**src/rtl/idec_pkg.sv**
```systemverilog
package idec_pkg;

  localparam int WORD_W   = 16;
  localparam int OPC_W    = 8;
  localparam int RIDX_W   = 4;
  localparam int IMM_W    = 8;
  localparam int COND_W   = 4;
  localparam int RAWOFS_W = 10;
  localparam int LEN_W    = 3;

  localparam logic [LEN_W-1:0]  LEN_SHORT = 3'd2;
  localparam logic [LEN_W-1:0]  LEN_LONG  = 3'd6;
  localparam logic [COND_W-1:0] COND_MAX  = 4'd9;

  typedef enum logic [1:0] {
    FMT_NONE     = 2'd0,
    FMT_REGOP    = 2'd1,
    FMT_SHORTIMM = 2'd2,
    FMT_BRANCH   = 2'd3
  } fmt_e;

  typedef struct packed {
    fmt_e              fmt;
    logic [OPC_W-1:0]  opc;
    logic [RIDX_W-1:0] ra;
    logic [RIDX_W-1:0] rb;
    logic [IMM_W-1:0]  imm;
    logic [COND_W-1:0] cond;
  } fields_s;

  // register-operand opcodes that exist
  function automatic logic op_defined(input logic [OPC_W-1:0] op);
    return (op <= 8'h0E) || ((op >= 8'h19) && (op <= 8'h39));
  endfunction

  // register-operand opcodes followed by a 32-bit literal word
  function automatic logic op_has_literal(input logic [OPC_W-1:0] op);
    case (op)
      8'h01, 8'h03, 8'h08, 8'h09, 8'h0C, 8'h0D, 8'h1A, 8'h1B,
      8'h1D, 8'h1F, 8'h20, 8'h22, 8'h24, 8'h30,
      8'h36, 8'h37, 8'h38, 8'h39: return 1'b1;
      default:                    return 1'b0;
    endcase
  endfunction

  // register-operand opcodes that redirect the program counter
  function automatic logic op_redirects(input logic [OPC_W-1:0] op);
    case (op)
      8'h03, 8'h04, 8'h19, 8'h1A, 8'h25: return 1'b1;
      default:                           return 1'b0;
    endcase
  endfunction

endpackage

```
**src/rtl/idec_split.sv**
```systemverilog
// Layout selection and field extraction; purely combinational.
module idec_split
  import idec_pkg::*;
#(
  parameter int OFS_W = 32
) (
  input  logic [WORD_W-1:0] word,
  output fields_s           flds,
  output logic [OFS_W-1:0]  disp
);
  localparam int EXT_W = OFS_W - RAWOFS_W - 1;

  logic [RAWOFS_W-1:0] raw_ofs;
  logic [OFS_W-1:0]    scaled;

  assign raw_ofs = word[RAWOFS_W-1:0];

  // sign-extend the word displacement, then scale it to bytes
  generate
    if (EXT_W > 0) begin : g_wide
      assign scaled = {{EXT_W{raw_ofs[RAWOFS_W-1]}}, raw_ofs, 1'b0};
    end else begin : g_narrow
      assign scaled = {raw_ofs[OFS_W-2:0], 1'b0};
    end
  endgenerate

  always_comb begin
    flds = '0;
    disp = '0;
    if (!word[15]) begin
      flds.fmt = FMT_REGOP;
      flds.opc = word[15:8];
      flds.ra  = word[7:4];
      flds.rb  = word[3:0];
    end else if (!word[14]) begin
      flds.fmt = FMT_SHORTIMM;
      flds.opc = {6'd0, word[13:12]};
      flds.ra  = word[11:8];
      flds.imm = word[7:0];
    end else begin
      flds.fmt  = FMT_BRANCH;
      flds.cond = word[13:10];
      flds.opc  = {4'd0, word[13:10]};
      disp      = scaled;
    end
  end
endmodule

```
**src/rtl/idec_rules.sv**
```systemverilog
// Length, legality and flow-change class of an already split word.
module idec_rules
  import idec_pkg::*;
(
  input  fields_s           flds,
  output logic [LEN_W-1:0]  len,
  output logic              bad,
  output logic              xfer
);
  always_comb begin
    len  = LEN_SHORT;
    bad  = 1'b0;
    xfer = 1'b0;
    unique case (flds.fmt)
      FMT_REGOP: begin
        bad  = !op_defined(flds.opc);
        len  = op_has_literal(flds.opc) ? LEN_LONG : LEN_SHORT;
        xfer = op_redirects(flds.opc);
      end
      FMT_BRANCH: begin
        bad  = flds.cond > COND_MAX;
        xfer = !bad;
      end
      default: ;
    endcase
  end
endmodule

```
**src/rtl/idec_top.sv**
```systemverilog
module idec_top
  import idec_pkg::*;
#(
  parameter int OFS_W = 32
) (
  input  logic              clk,
  input  logic              rst_n,
  input  logic              in_valid,
  input  logic [15:0]       in_word,
  output logic              dec_valid,
  output logic [1:0]        dec_fmt,
  output logic [7:0]        dec_opc,
  output logic [3:0]        dec_ra,
  output logic [3:0]        dec_rb,
  output logic [7:0]        dec_imm,
  output logic [3:0]        dec_cond,
  output logic [OFS_W-1:0]  dec_disp,
  output logic [2:0]        dec_len,
  output logic              dec_bad,
  output logic              dec_xfer
);
  fields_s           nx_flds;
  logic [OFS_W-1:0]  nx_disp;
  logic [LEN_W-1:0]  nx_len;
  logic              nx_bad;
  logic              nx_xfer;

  fields_s           q_flds;
  logic [OFS_W-1:0]  q_disp;
  logic [LEN_W-1:0]  q_len;
  logic              q_bad;
  logic              q_xfer;
  logic              q_valid;

  // named event: a word is being captured this cycle
  logic capture_evt;
  assign capture_evt = in_valid;

  idec_split #(.OFS_W(OFS_W)) u_split (
    .word (in_word),
    .flds (nx_flds),
    .disp (nx_disp)
  );

  idec_rules u_rules (
    .flds (nx_flds),
    .len  (nx_len),
    .bad  (nx_bad),
    .xfer (nx_xfer)
  );

  always_ff @(posedge clk) begin
    if (!rst_n) begin
      q_valid <= 1'b0;
      q_flds  <= '0;
      q_disp  <= '0;
      q_len   <= '0;
      q_bad   <= 1'b0;
      q_xfer  <= 1'b0;
    end else begin
      q_valid <= capture_evt;
      if (capture_evt) begin
        q_flds <= nx_flds;
        q_disp <= nx_disp;
        q_len  <= nx_len;
        q_bad  <= nx_bad;
        q_xfer <= nx_xfer;
      end
    end
  end

  assign dec_valid = q_valid;
  assign dec_fmt   = q_flds.fmt;
  assign dec_opc   = q_flds.opc;
  assign dec_ra    = q_flds.ra;
  assign dec_rb    = q_flds.rb;
  assign dec_imm   = q_flds.imm;
  assign dec_cond  = q_flds.cond;
  assign dec_disp  = q_disp;
  assign dec_len   = q_len;
  assign dec_bad   = q_bad;
  assign dec_xfer  = q_xfer;

  // ---------------- assertions ----------------
  assert_strobe_to_valid_R2: assert property (@(posedge clk) disable iff (!rst_n)
    capture_evt |=> dec_valid);

  assert_no_spurious_valid_R2: assert property (@(posedge clk) disable iff (!rst_n)
    !capture_evt |=> !dec_valid);

  assert_hold_when_idle_R2: assert property (@(posedge clk) disable iff (!rst_n)
    (!capture_evt && $past(rst_n)) |=>
      $stable({dec_fmt, dec_opc, dec_ra, dec_rb, dec_imm, dec_cond, dec_disp,
               dec_len, dec_bad, dec_xfer}));

  assert_len_legal_R6: assert property (@(posedge clk) disable iff (!rst_n)
    dec_valid |-> (dec_len == LEN_SHORT || dec_len == LEN_LONG));

  assert_branch_short_R6: assert property (@(posedge clk) disable iff (!rst_n)
    (dec_valid && dec_fmt == FMT_BRANCH) |-> dec_len == LEN_SHORT);

  assert_shortimm_legal_R8: assert property (@(posedge clk) disable iff (!rst_n)
    (dec_valid && dec_fmt == FMT_SHORTIMM) |-> !dec_bad);

  assert_bad_no_xfer_R9: assert property (@(posedge clk) disable iff (!rst_n)
    dec_bad |-> !dec_xfer);

endmodule

```
**config.mk**
```make
export PLATFORM = sky130hd
export DESIGN_NAME = idec_top
export DESIGN_NICKNAME = d
export VERILOG_FILES = /design/src/rtl/idec_pkg.sv /design/src/rtl/idec_split.sv /design/src/rtl/idec_rules.sv /design/src/rtl/idec_top.sv
export SDC_FILE = /design/constraint.sdc
export NUM_CORES = 1
export LEC_CHECK = 0
export ABC_CLOCK_PERIOD_IN_PS = 2660
export CELL_PAD_IN_SITES_DETAIL_PLACEMENT = 0
export CELL_PAD_IN_SITES_GLOBAL_PLACEMENT = 2
export CORE_MARGIN = 10
export CORE_UTILIZATION = 26
export DETAILED_ROUTE_END_ITERATION = 6
export PLACE_DENSITY_LB_ADDON = 0.1
export SETUP_SLACK_MARGIN = 0.1
export SYNTH_ARGS = -nofsm -noshare
export SYNTH_HDL_FRONTEND = slang
export SYNTH_SLANG_ARGS = --single-unit
```
**constraint.sdc**
```tcl
create_clock -name clk -period 2.66 [get_ports clk]
set_input_delay 0.798 -clock clk [delete_from_list [all_inputs] [get_ports clk]]
set_output_delay 0.798 -clock clk [all_outputs]
set_load 0.01 [all_outputs]
```
==> results.json, run 1 <==
{
  "start_util": 0.268,
  "ys_warn_count": 0,
  "reg2reg_from": "dec_len[2]",
  "crit_arrival_ns": 1.46,
  "yosys.cell_types.count": 41,
  "insertion_delay_ns": 0.30,
  "dp_slack_ns": 0.174,
  "clk_pin_slew_ns": 0.09,
  "die_h_um": 109,
  "core_um2": 7730,
  "synth_top_flop_cell": "dfxtp_1",
  "drc": 0,
  "r2r-end": "dec_len[2]",
  "final-max-slew-violation-count": 0,
  "firstDrtPassIters": 4,
  "end_kind": "output port",
  "clock_path_buffers": 2,
  "cp.required_ns": 1.86,
  "skew_ns": 0,
  "min_to": "dec_ra[0]",
  "syn_area_um2": 2070,
  "intPower_uw": 1110,
  "antenna_cells": 0,
  "rows": 32,
  "worst_slack_ns": 0.402,
  "die-area_um2": 12000,
  "wl_per_cell_um": 16.3,
  "yosysSeqAreaShare": 0.425,
  "ant_nets": 0,
  "cts_tree": "yes",
  "slew_headroom": 0.661,
  "route.final.wire_length_mm": 6.43,
  "drt_iter0_markers": 107,
  "ys_ff_latch": 44,
  "setup_viol": 0,
  "fmax_mhz": 443,
  "via_per_inst": 4.51,
  "h-tree-depth": 2,
  "cp_slowest_stage_delay_ns": 0.62,
  "vias": 1775,
  "worstHoldStart": "dec_ra[0]",
  "layout-drive-gt1-share": 0.0788,
  "hold_buffers": 0,
  "power_leakage_uw": 0.00117,
  "power_density_nw_per_um2": 505,
  "rsz0062_at_grt": "false",
  "swShare": 0.264,
  "worstPathCellList": "clkdlybuf4s50_1",
  "power_switching_uw": 398,
  "io_buffers": 83,
  "cp_top_family": "buffers and inverters",
  "place_congestion": 0.765,
  "fillCellCount": 792,
  "hp-class": "flop to flop",
  "vdd_drop_max_uv": 221,
  "cp_max_fo": 23,
  "track_usage": 0.106,
  "worstHoldPathCells": 2,
  "report.power.total_uw": 1510,
  "area_delta_synth_final_pct": 43.7,
  "die_width_um": 109,
  "numCtsBuffers": 5,
  "async_reset_ff_frac": 0,
  "io_pins": 87,
  "criticalPathCategory": "flop to output port",
  "pwr-share-clk": 0.358,
  "root_buffer": "clkbuf_8",
  "grt_pass1_vias": 1819,
  "pwr-share-seq": 0.467,
  "clock-sinks": 44,
  "post-route-period-util": 0.849,
  "timing_hold_violations_final": 0,
  "pwr-share-comb": 0.175,
  "grt_pass1_wl_mm": 10.1,
  "reg2regPathDepth": 3,
  "status": "finished clean",
  "worst-r2r-setup-slack_ns": 1.48,
  "critPathBufInv": 1,
  "syn_inst": 229,
  "tightestPinTransition_ns": 0.507,
  "grt_start_max_net_pins": 24,
  "overflow": 0,
  "cap_violations": 0,
  "cp-start-kind": "flop",
  "fin_nets": 310,
  "dp_hpwl_mm": 4.77,
  "antenna_found_initial": 0,
  "slowest_stage": "clkdlybuf4s50_1",
  "fin_crit_ns": 2.26,
  "synth_edf_count": 0,
  "avgSynthCellArea_um2": 9.06,
  "tns_ns": 0
}
## cells in the final DEF (no fill, tap or decap), types with 2 or more instances in the layout
| cell | n |
|---|---|
| buf_4 | 11 |
| clkbuf_8 | 5 |
| a22oi_1 | 3 |
| o211a_1 | 3 |
| o21ai_0 | 8 |
| nand2b_1 | 6 |
| nor2_1 | 17 |
| a22o_1 | 15 |
| inv_1 | 7 |
| and3b_2 | 2 |
| clkdlybuf4s50_1 | 83 |
| nor2b_1 | 12 |
| o221ai_1 | 2 |
| mux2i_1 | 13 |
| nand3_1 | 4 |
| a21boi_0 | 4 |
| nor3_1 | 3 |
| nand4_1 | 2 |
| nand2_1 | 17 |
| conb_1 | 3 |
| nor4_1 | 2 |
| dfxtp_1 | 43 |
| a21oi_1 | 6 |
## sequential cells by signal, summed over array words and instances, names as in the netlist
name / count
dec_valid: 1
dec_opc: 7
dec_cond: 4
dec_fmt: 2
dec_xfer: 1
dec_len: 2
dec_bad: 1
dec_imm: 8
dec_disp: 10
dec_rb: 4
dec_ra: 4
## logic make-up (layout without fill, tap and decap cells)
family	count (synthesis)	count (layout)	share of synthesized area
compound gates	53	53	0.195
xor+xnor	1	1	0.00422
buf+inv	49	110	0.147
flops	44	44	0.425
mux	13	13	0.0627
other cells	1	3	0.00181
simple gates	68	68	0.165
## power by group through the flow
stage / clock, uW / sequential [uW] / combinational (uW)
after floorplan: 0 / 731 / 124
after global placement: 0 / 719 / 269
after detailed placement: 0 / 719 / 268
after CTS: 561 / 704 / 269
after global routing: 585 / 707 / 290
final: 539 / 703 / 264
## layer usage
metal,wire [um],vias up,share of wire,GRT usage
met5,0,-,0,0
met3,578,4,0.090,0.0398
met1,2870,826,0.45,0.130
li1,-,893,-,-
met2,2930,52,0.45,0.171
met4,56,0,0.0087,0.0325
## through the flow
step	cells	hold WS, ns	area (um^2)	utilization
CTS	394	0.449	2980	0.386
global route	394	0.469	2980	0.386
global placement	386	0.423	2870	0.371
floorplan	231	0.463	2080	-
detailed placement	386	0.435	2870	0.371
finish	394	0.443	2980	0.386
## cells in the mapped netlist, drive strengths merged, types with 2 or more instances
cell type,n,share of area
o211a,3,0.014
nand3,4,0.0097
nor3,3,0.0072
nor4,2,0.0060
buf,40,0.13
a21boi,4,0.014
nor2b,12,0.036
nor2,17,0.031
a21oi,6,0.014
mux2i,13,0.063
nand2,17,0.031
clkbuf,2,0.0036
o221ai,2,0.0084
o21ai,8,0.019
a22oi,3,0.011
dfxtp,44,0.42
nand4,2,0.0060
inv,7,0.013
and3b,2,0.0097
a22o,15,0.063
nand2b,6,0.018
## how the worst max path moves through the flow
stage / end / cells past startpoint / slack [ns] / from
2_1_floorplan: dec_len[2] / 4 / 0.91 / in_word[15]
3_3_place_gp: dec_xfer / 5 / 0.20 / in_word[12]
3_5_place_dp: dec_bad / 5 / 0.17 / in_word[12]
4_1_cts: dec_disp[18] / 1 / 0.12 / dec_disp[30]
5_1_grt: dec_xfer / 5 / 0.28 / in_word[12]
6_report: dec_disp[18] / 1 / 0.40 / dec_disp[30]
## layout make-up
cell class              instances  area, um^2  share of cell area
clock buffers                   5        68.8              0.0231
clock inverters                 3        46.3              0.0155
inverters                       7        26.3             0.00881
multi-input cells             138         897               0.301
flip-flops and latches         44         882               0.296
well taps                     102         128              0.0428
repair buffers                 95         933               0.313
## repair_timing
action / in CTS / in global routing
gates resized for setup: 0 / 1
setup buffers: 0 / 0
setup endpoints to repair: 0 / 22
No activity file was read; power rests on OpenSTA's default activity.
==> inputs of run 2 (changes only) <==
--- a/config.mk
+++ b/config.mk
@@ -5,11 +5,11 @@
 export SDC_FILE = /design/constraint.sdc
 export NUM_CORES = 1
 export LEC_CHECK = 0
-export ABC_CLOCK_PERIOD_IN_PS = 2660
+export ABC_CLOCK_PERIOD_IN_PS = 2200
 export CELL_PAD_IN_SITES_DETAIL_PLACEMENT = 0
 export CELL_PAD_IN_SITES_GLOBAL_PLACEMENT = 2
 export CORE_MARGIN = 10
-export CORE_UTILIZATION = 26
+export CORE_UTILIZATION = 24
 export DETAILED_ROUTE_END_ITERATION = 6
 export PLACE_DENSITY_LB_ADDON = 0.1
 export SETUP_SLACK_MARGIN = 0.1
==> constraint.sdc (replaced) <==
create_clock -name clk -period 2.2 [get_ports clk]
set_input_delay 0.66 -clock clk [delete_from_list [all_inputs] [get_ports clk]]
set_output_delay 0.66 -clock clk [all_outputs]
set_load 0.01 [all_outputs]
==> run 2 against run 1 <==
Effect of this change:
- global-route usage fell by 0.41 points
- non-clock buffer count rose by 16
- clock skew did not move
- worst setup slack got worse by 0.23 ns
- flip-flop and latch count did not move
- via count rose by 3.2%
- power rose by 12%
- die area rose by 6.8%
- count of clock-buffer cells in the layout did not move
- clock power fell by 8.0%
- final cell count rose by 4.6%
==> results.json, run 2 (synthesis gave the netlist of run 1 again) <==
{
  "timing_hold_violations_final": 0,
  "power_leakage_uw": 0.00152,
  "die-area_um2": 12800,
  "area_delta_synth_final_pct": 50.5,
  "fin_crit_ns": 2.03,
  "end_kind": "output port",
  "status": "finished clean",
  "crit_arrival_ns": 1.37,
  "criticalPathCategory": "flop to output port",
  "setup_viol": 0,
  "fin_util": 0.376,
  "cp-start-kind": "flop",
  "overflow": 0,
  "fillCellCount": 889,
  "ant_nets": 0,
  "cap_violations": 0,
  "clk_pin_slew_ns": 0.09,
  "pwr-share-comb": 0.203,
  "core_um2": 8300,
  "worst_slack_ns": 0.170,
  "power_density_nw_per_um2": 541,
  "insertion_delay_ns": 0.29,
  "place_congestion": 0.796,
  "finalNonFillerCells": 412,
  "clock_path_buffers": 2,
  "h-tree-depth": 2,
  "dp_slack_ns": 0.00101,
  "fmax_mhz": 493,
  "die_h_um": 113,
  "route.final.wire_length_mm": 6.72,
  "via_per_inst": 4.45,
  "firstDrtPassIters": 4,
  "rsz0062_at_grt": "false",
  "wl_per_cell_um": 16.3,
  "pwr-share-clk": 0.294,
  "grt_pass1_wl_mm": 10.7,
  "final-max-slew-violation-count": 0,
  "rows": 33,
  "worstPathCellList": "buf_6 > clkdlybuf4s50_1",
  "skew_ns": 0,
  "drt_iter0_markers": 102,
  "die_width_um": 113,
  "drc": 0,
  "gr-usage-met2": 0.163,
  "io_buffers": 83,
  "cp_slowest_stage_delay_ns": 0.56,
  "grtUsageMet3": 0.0407,
  "slowest_stage": "clkdlybuf4s50_1",
  "swShare": 0.271,
  "start_util": 0.250,
  "numCtsBuffers": 5,
  "grt_pass1_vias": 1951,
  "cp.required_ns": 1.54,
  "pwr-share-seq": 0.503,
  "fin_nets": 326,
  "layout_common_cells": "clkdlybuf4s50_1 (65), dfxtp_1 (44), buf_4 (25)",
  "track_usage": 0.102,
  "root_buffer": "clkbuf_8",
  "hp-class": "flop to flop",
  "io_pins": 87,
  "cts_tree": "yes",
  "power_switching_uw": 457,
  "grt-busiest-layer": "met2",
  "layout-drive-gt1-share": 0.124,
  "hold_buffers": 0,
  "antenna_cells": 0,
  "cts_setup_buffers": 0,
  "grt_start_max_net_pins": 23,
  "antenna_found_initial": 0,
  "post-route-period-util": 0.923,
  "final_common_cell": "clkdlybuf4s50_1",
  "vias": 1832,
  "post-place-cells": 405,
  "intPower_uw": 1230,
  "cp_max_fo": 22,
  "met1_usage": 0.125,
  "tns_ns": 0,
  "vdd_drop_max_uv": 226,
  "dp_hpwl_mm": 5.07,
  "largest_reg_flops": 10,
  "clock-sinks": 44
}
==> run 2: metrics by stage <==
step                area, um^2  power [uW]  hold WS [ns]
floorplan                 2080        1030         0.463
global placement          3000        1220         0.433
detailed placement        3000        1220         0.431
CTS                       3080        1730         0.444
global route              3120        1790         0.477
finish                    3120        1690         0.439
==> run 2: final cells by class <==
class,count,area (um^2),area share
clock inverters,2,12.5,0.00401
flip-flops and latches,44,881,0.282
repair buffers,111,1100,0.353
multi-input cells,138,900,0.288
inverters,7,26.3,0.00841
well taps,105,131,0.0421
clock buffers,5,68.8,0.0220
==> run 2: power groups by stage <==
stage	logic [uW]	clock network, uW	registers [uW]
CTS	353	528	850
global route	378	556	854
global placement	353	0	868
floorplan	150	0	884
detailed placement	352	0	868
finish	343	496	849
==> run 2: what timing repair did <==
| action | in CTS | in global routing |
|---|---|---|
| gates cloned | 0 | 0 |
| gates resized for setup | 4 | 16 |
| endpoints found under the setup margin | 22 | 20 |
==> run 2: path summary, 6_finish.rpt <==
| path | depth (start not counted) | endpoint | slack, ns | from |
|---|---|---|---|---|
| setup / recovery | 2 | dec_disp[28] | 0.17 | dec_disp[30] |
| hold / removal | 2 | dec_ra[0] | 0.44 | dec_ra[0] |
| setup reg to reg | 3 | dec_len[2] | 1.04 | dec_len[2] |
| hold reg to reg | 2 | dec_ra[0] | 0.44 | dec_ra[0] |
==> run 2: critical path, delay by kind of cell (launching register included) <==
family	cells	cell delay (ns)
DFF	1	0.35
buffers and inverters	2	0.72
==> run 2: per-layer routing <==
metal  share of wire  vias to the layer above
li1                -                      925
met1            0.46                      852
met2            0.46                       51
met3           0.077                        4
met4          0.0057                        0
met5               0                        -
==> inputs of run 3 (changes only) <==
--- a/config.mk
+++ b/config.mk
@@ -8,6 +8,7 @@
 export ABC_CLOCK_PERIOD_IN_PS = 2200
 export CELL_PAD_IN_SITES_DETAIL_PLACEMENT = 0
 export CELL_PAD_IN_SITES_GLOBAL_PLACEMENT = 2
+export CORE_ASPECT_RATIO = 0.8
 export CORE_MARGIN = 10
 export CORE_UTILIZATION = 24
 export DETAILED_ROUTE_END_ITERATION = 6
==> run 3 against run 2 <==
Effect of this change:
- global-route usage rose by 0.056 points
- largest power group unchanged
- critical path type unchanged
- clock skew did not move
- sequential power barely moved
- sequential share of layout area fell by 0.28 points
- register-to-register slack improved by 0.02 ns
==> results.json, run 3 (synthesis gave the netlist of run 1 again) <==
{
  "vias": 1831,
  "rsz0062_at_grt": "false",
  "power_density_nw_per_um2": 550,
  "grt_pass1_vias": 1826,
  "final_common_cell": "clkdlybuf4s50_1",
  "drc": 0,
  "cts_setup_buffers": 0,
  "core_um2": 8450,
  "hp-class": "flop to flop",
  "numCtsBuffers": 5,
  "fin_crit_ns": 2.02,
  "final-max-slew-violation-count": 0,
  "die-area_um2": 12800,
  "vdd_drop_max_uv": 257,
  "fin_nets": 327,
  "clk_pin_slew_ns": 0.09,
  "r2r-end": "dec_len[2]",
  "layout-drive-gt1-share": 0.126,
  "grt_start_max_net_pins": 23,
  "criticalPathCategory": "flop to output port",
  "status": "finished clean",
  "die_h_um": 103,
  "post-place-cells": 412,
  "worst_slack_ns": 0.184,
  "reg2reg_from": "dec_len[2]",
  "min_to": "dec_ra[0]",
  "rows": 30,
  "worst-r2r-setup-slack_ns": 1.06,
  "overflow": 0,
  "dp_slack_ns": -0.0584,
  "clock_path_buffers": 2,
  "dp_hpwl_mm": 5.16,
  "crit_arrival_ns": 1.36,
  "via_per_inst": 4.35,
  "hold_ws_ns": 0.441,
  "io_buffers": 83,
  "worstPathCellList": "buf_6 > clkdlybuf4s50_1",
  "post-route-period-util": 0.916,
  "track_usage": 0.103,
  "clock-sinks": 44,
  "root_buffer": "clkbuf_8",
  "cp_slowest_stage_delay_ns": 0.54,
  "area_delta_synth_final_pct": 52.1,
  "antenna_cells": 0,
  "worstHoldPathCells": 2,
  "hold_buffers": 0,
  "timing_hold_violations_final": 0,
  "finalNonFillerCells": 421,
  "cap_violations": 0,
  "cts_tree": "yes",
  "power_leakage_uw": 0.00152,
  "reg2regPathDepth": 3,
  "design_area_um2": 3150,
  "route.final.wire_length_mm": 6.93,
  "cp.required_ns": 1.54,
  "die_width_um": 124,
  "antenna_found_initial": 0,
  "drt_iter0_markers": 106,
  "place_congestion": 0.750,
  "worstHoldStart": "dec_ra[0]",
  "placed_cell_area_um2": 3010,
  "grt_pass1_wl_mm": 10.4,
  "end_kind": "output port",
  "insertion_delay_ns": 0.29,
  "cp_top_family": "buffers and inverters",
  "cp_max_fo": 11,
  "start_util": 0.246,
  "io_pins": 87,
  "largest_reg_flops": 10,
  "slowest_stage": "clkdlybuf4s50_1",
  "firstDrtPassIters": 4,
  "h-tree-depth": 2,
  "fmax_mhz": 496,
  "layout_common_cells": "clkdlybuf4s50_1 (66), dfxtp_1 (44), buf_4 (25)",
  "skew_ns": 0,
  "ant_nets": 0,
  "cp-start-kind": "flop",
  "setup_viol": 0,
  "wl_per_cell_um": 16.5,
  "critPathBufInv": 2
}
[run 3: cell count changes in the layout (fill, tap and decap cells not counted)]
cell / before / now
clkbuf_1: 0 / 1
dlygate4sd2_1: 3 / 1
clkdlybuf4s50_1: 65 / 66
clkinv_2: 1 / 0
clkbuf_8: 5 / 6
buf_2: 0 / 1
dlymetal6s2s_1: 15 / 16
[run 3: stage by stage]
stage / utilization / setup TNS, ns / power [uW]
2_1_floorplan: - / 0 / 1030
3_3_place_gp: 0.356 / -0.380 / 1220
3_5_place_dp: 0.356 / -0.106 / 1220
4_1_cts: 0.368 / 0 / 1780
5_1_grt: 0.373 / 0 / 1830
6_report: 0.373 / 0 / 1730
[run 3: final cells by class]
cell class | count | area, um^2
fill | 865 | 5290
tap | 112 | 140
sequential | 44 | 881
timing repair buffer | 112 | 1110
multi-input combinational | 138 | 900
clock buffer | 7 | 86.3
inverter | 7 | 26.3
clock inverter | 1 | 7.51
[run 3: routing by layer]
layer  share of wire  up-vias  wire length [um]  track usage
met5               0        -                 0            0
met4          0.0058        0                40       0.0212
met3           0.088        2               613       0.0350
met2            0.43       55              2990        0.150
met1            0.47      850              3290        0.142
li1                -      924                 -            -
[run 3: what timing repair did]
action / 4_1_cts / 5_1_grt
gates cloned: 0 / 1
endpoints found under the setup margin: 22 / 23
gates resized for setup: 2 / 17
[run 3: report_power, final]
group          internal [uW]  switching (uW)
Clock                    256             281
Sequential               831            17.5
Combinational            185             164
Total                   1270             462
[run 3: worst max-delay path by stage]
stage / startpoint / end / cells after the start
global placement: in_word[12] / dec_xfer / 5
finish: dec_disp[30] / dec_disp[21] / 2
global route: dec_disp[30] / dec_disp[21] / 2
floorplan: in_word[15] / dec_len[2] / 4
detailed placement: in_word[12] / dec_xfer / 5
CTS: dec_disp[30] / dec_disp[22] / 2
[run 3: tightest hold or removal path: cells and delay by family, from the launching register on]
| family | cells | cell delay (ns) |
|---|---|---|
| AND/OR/NAND/NOR | 2 | 0.09 |
| flip-flops | 1 | 0.32 |
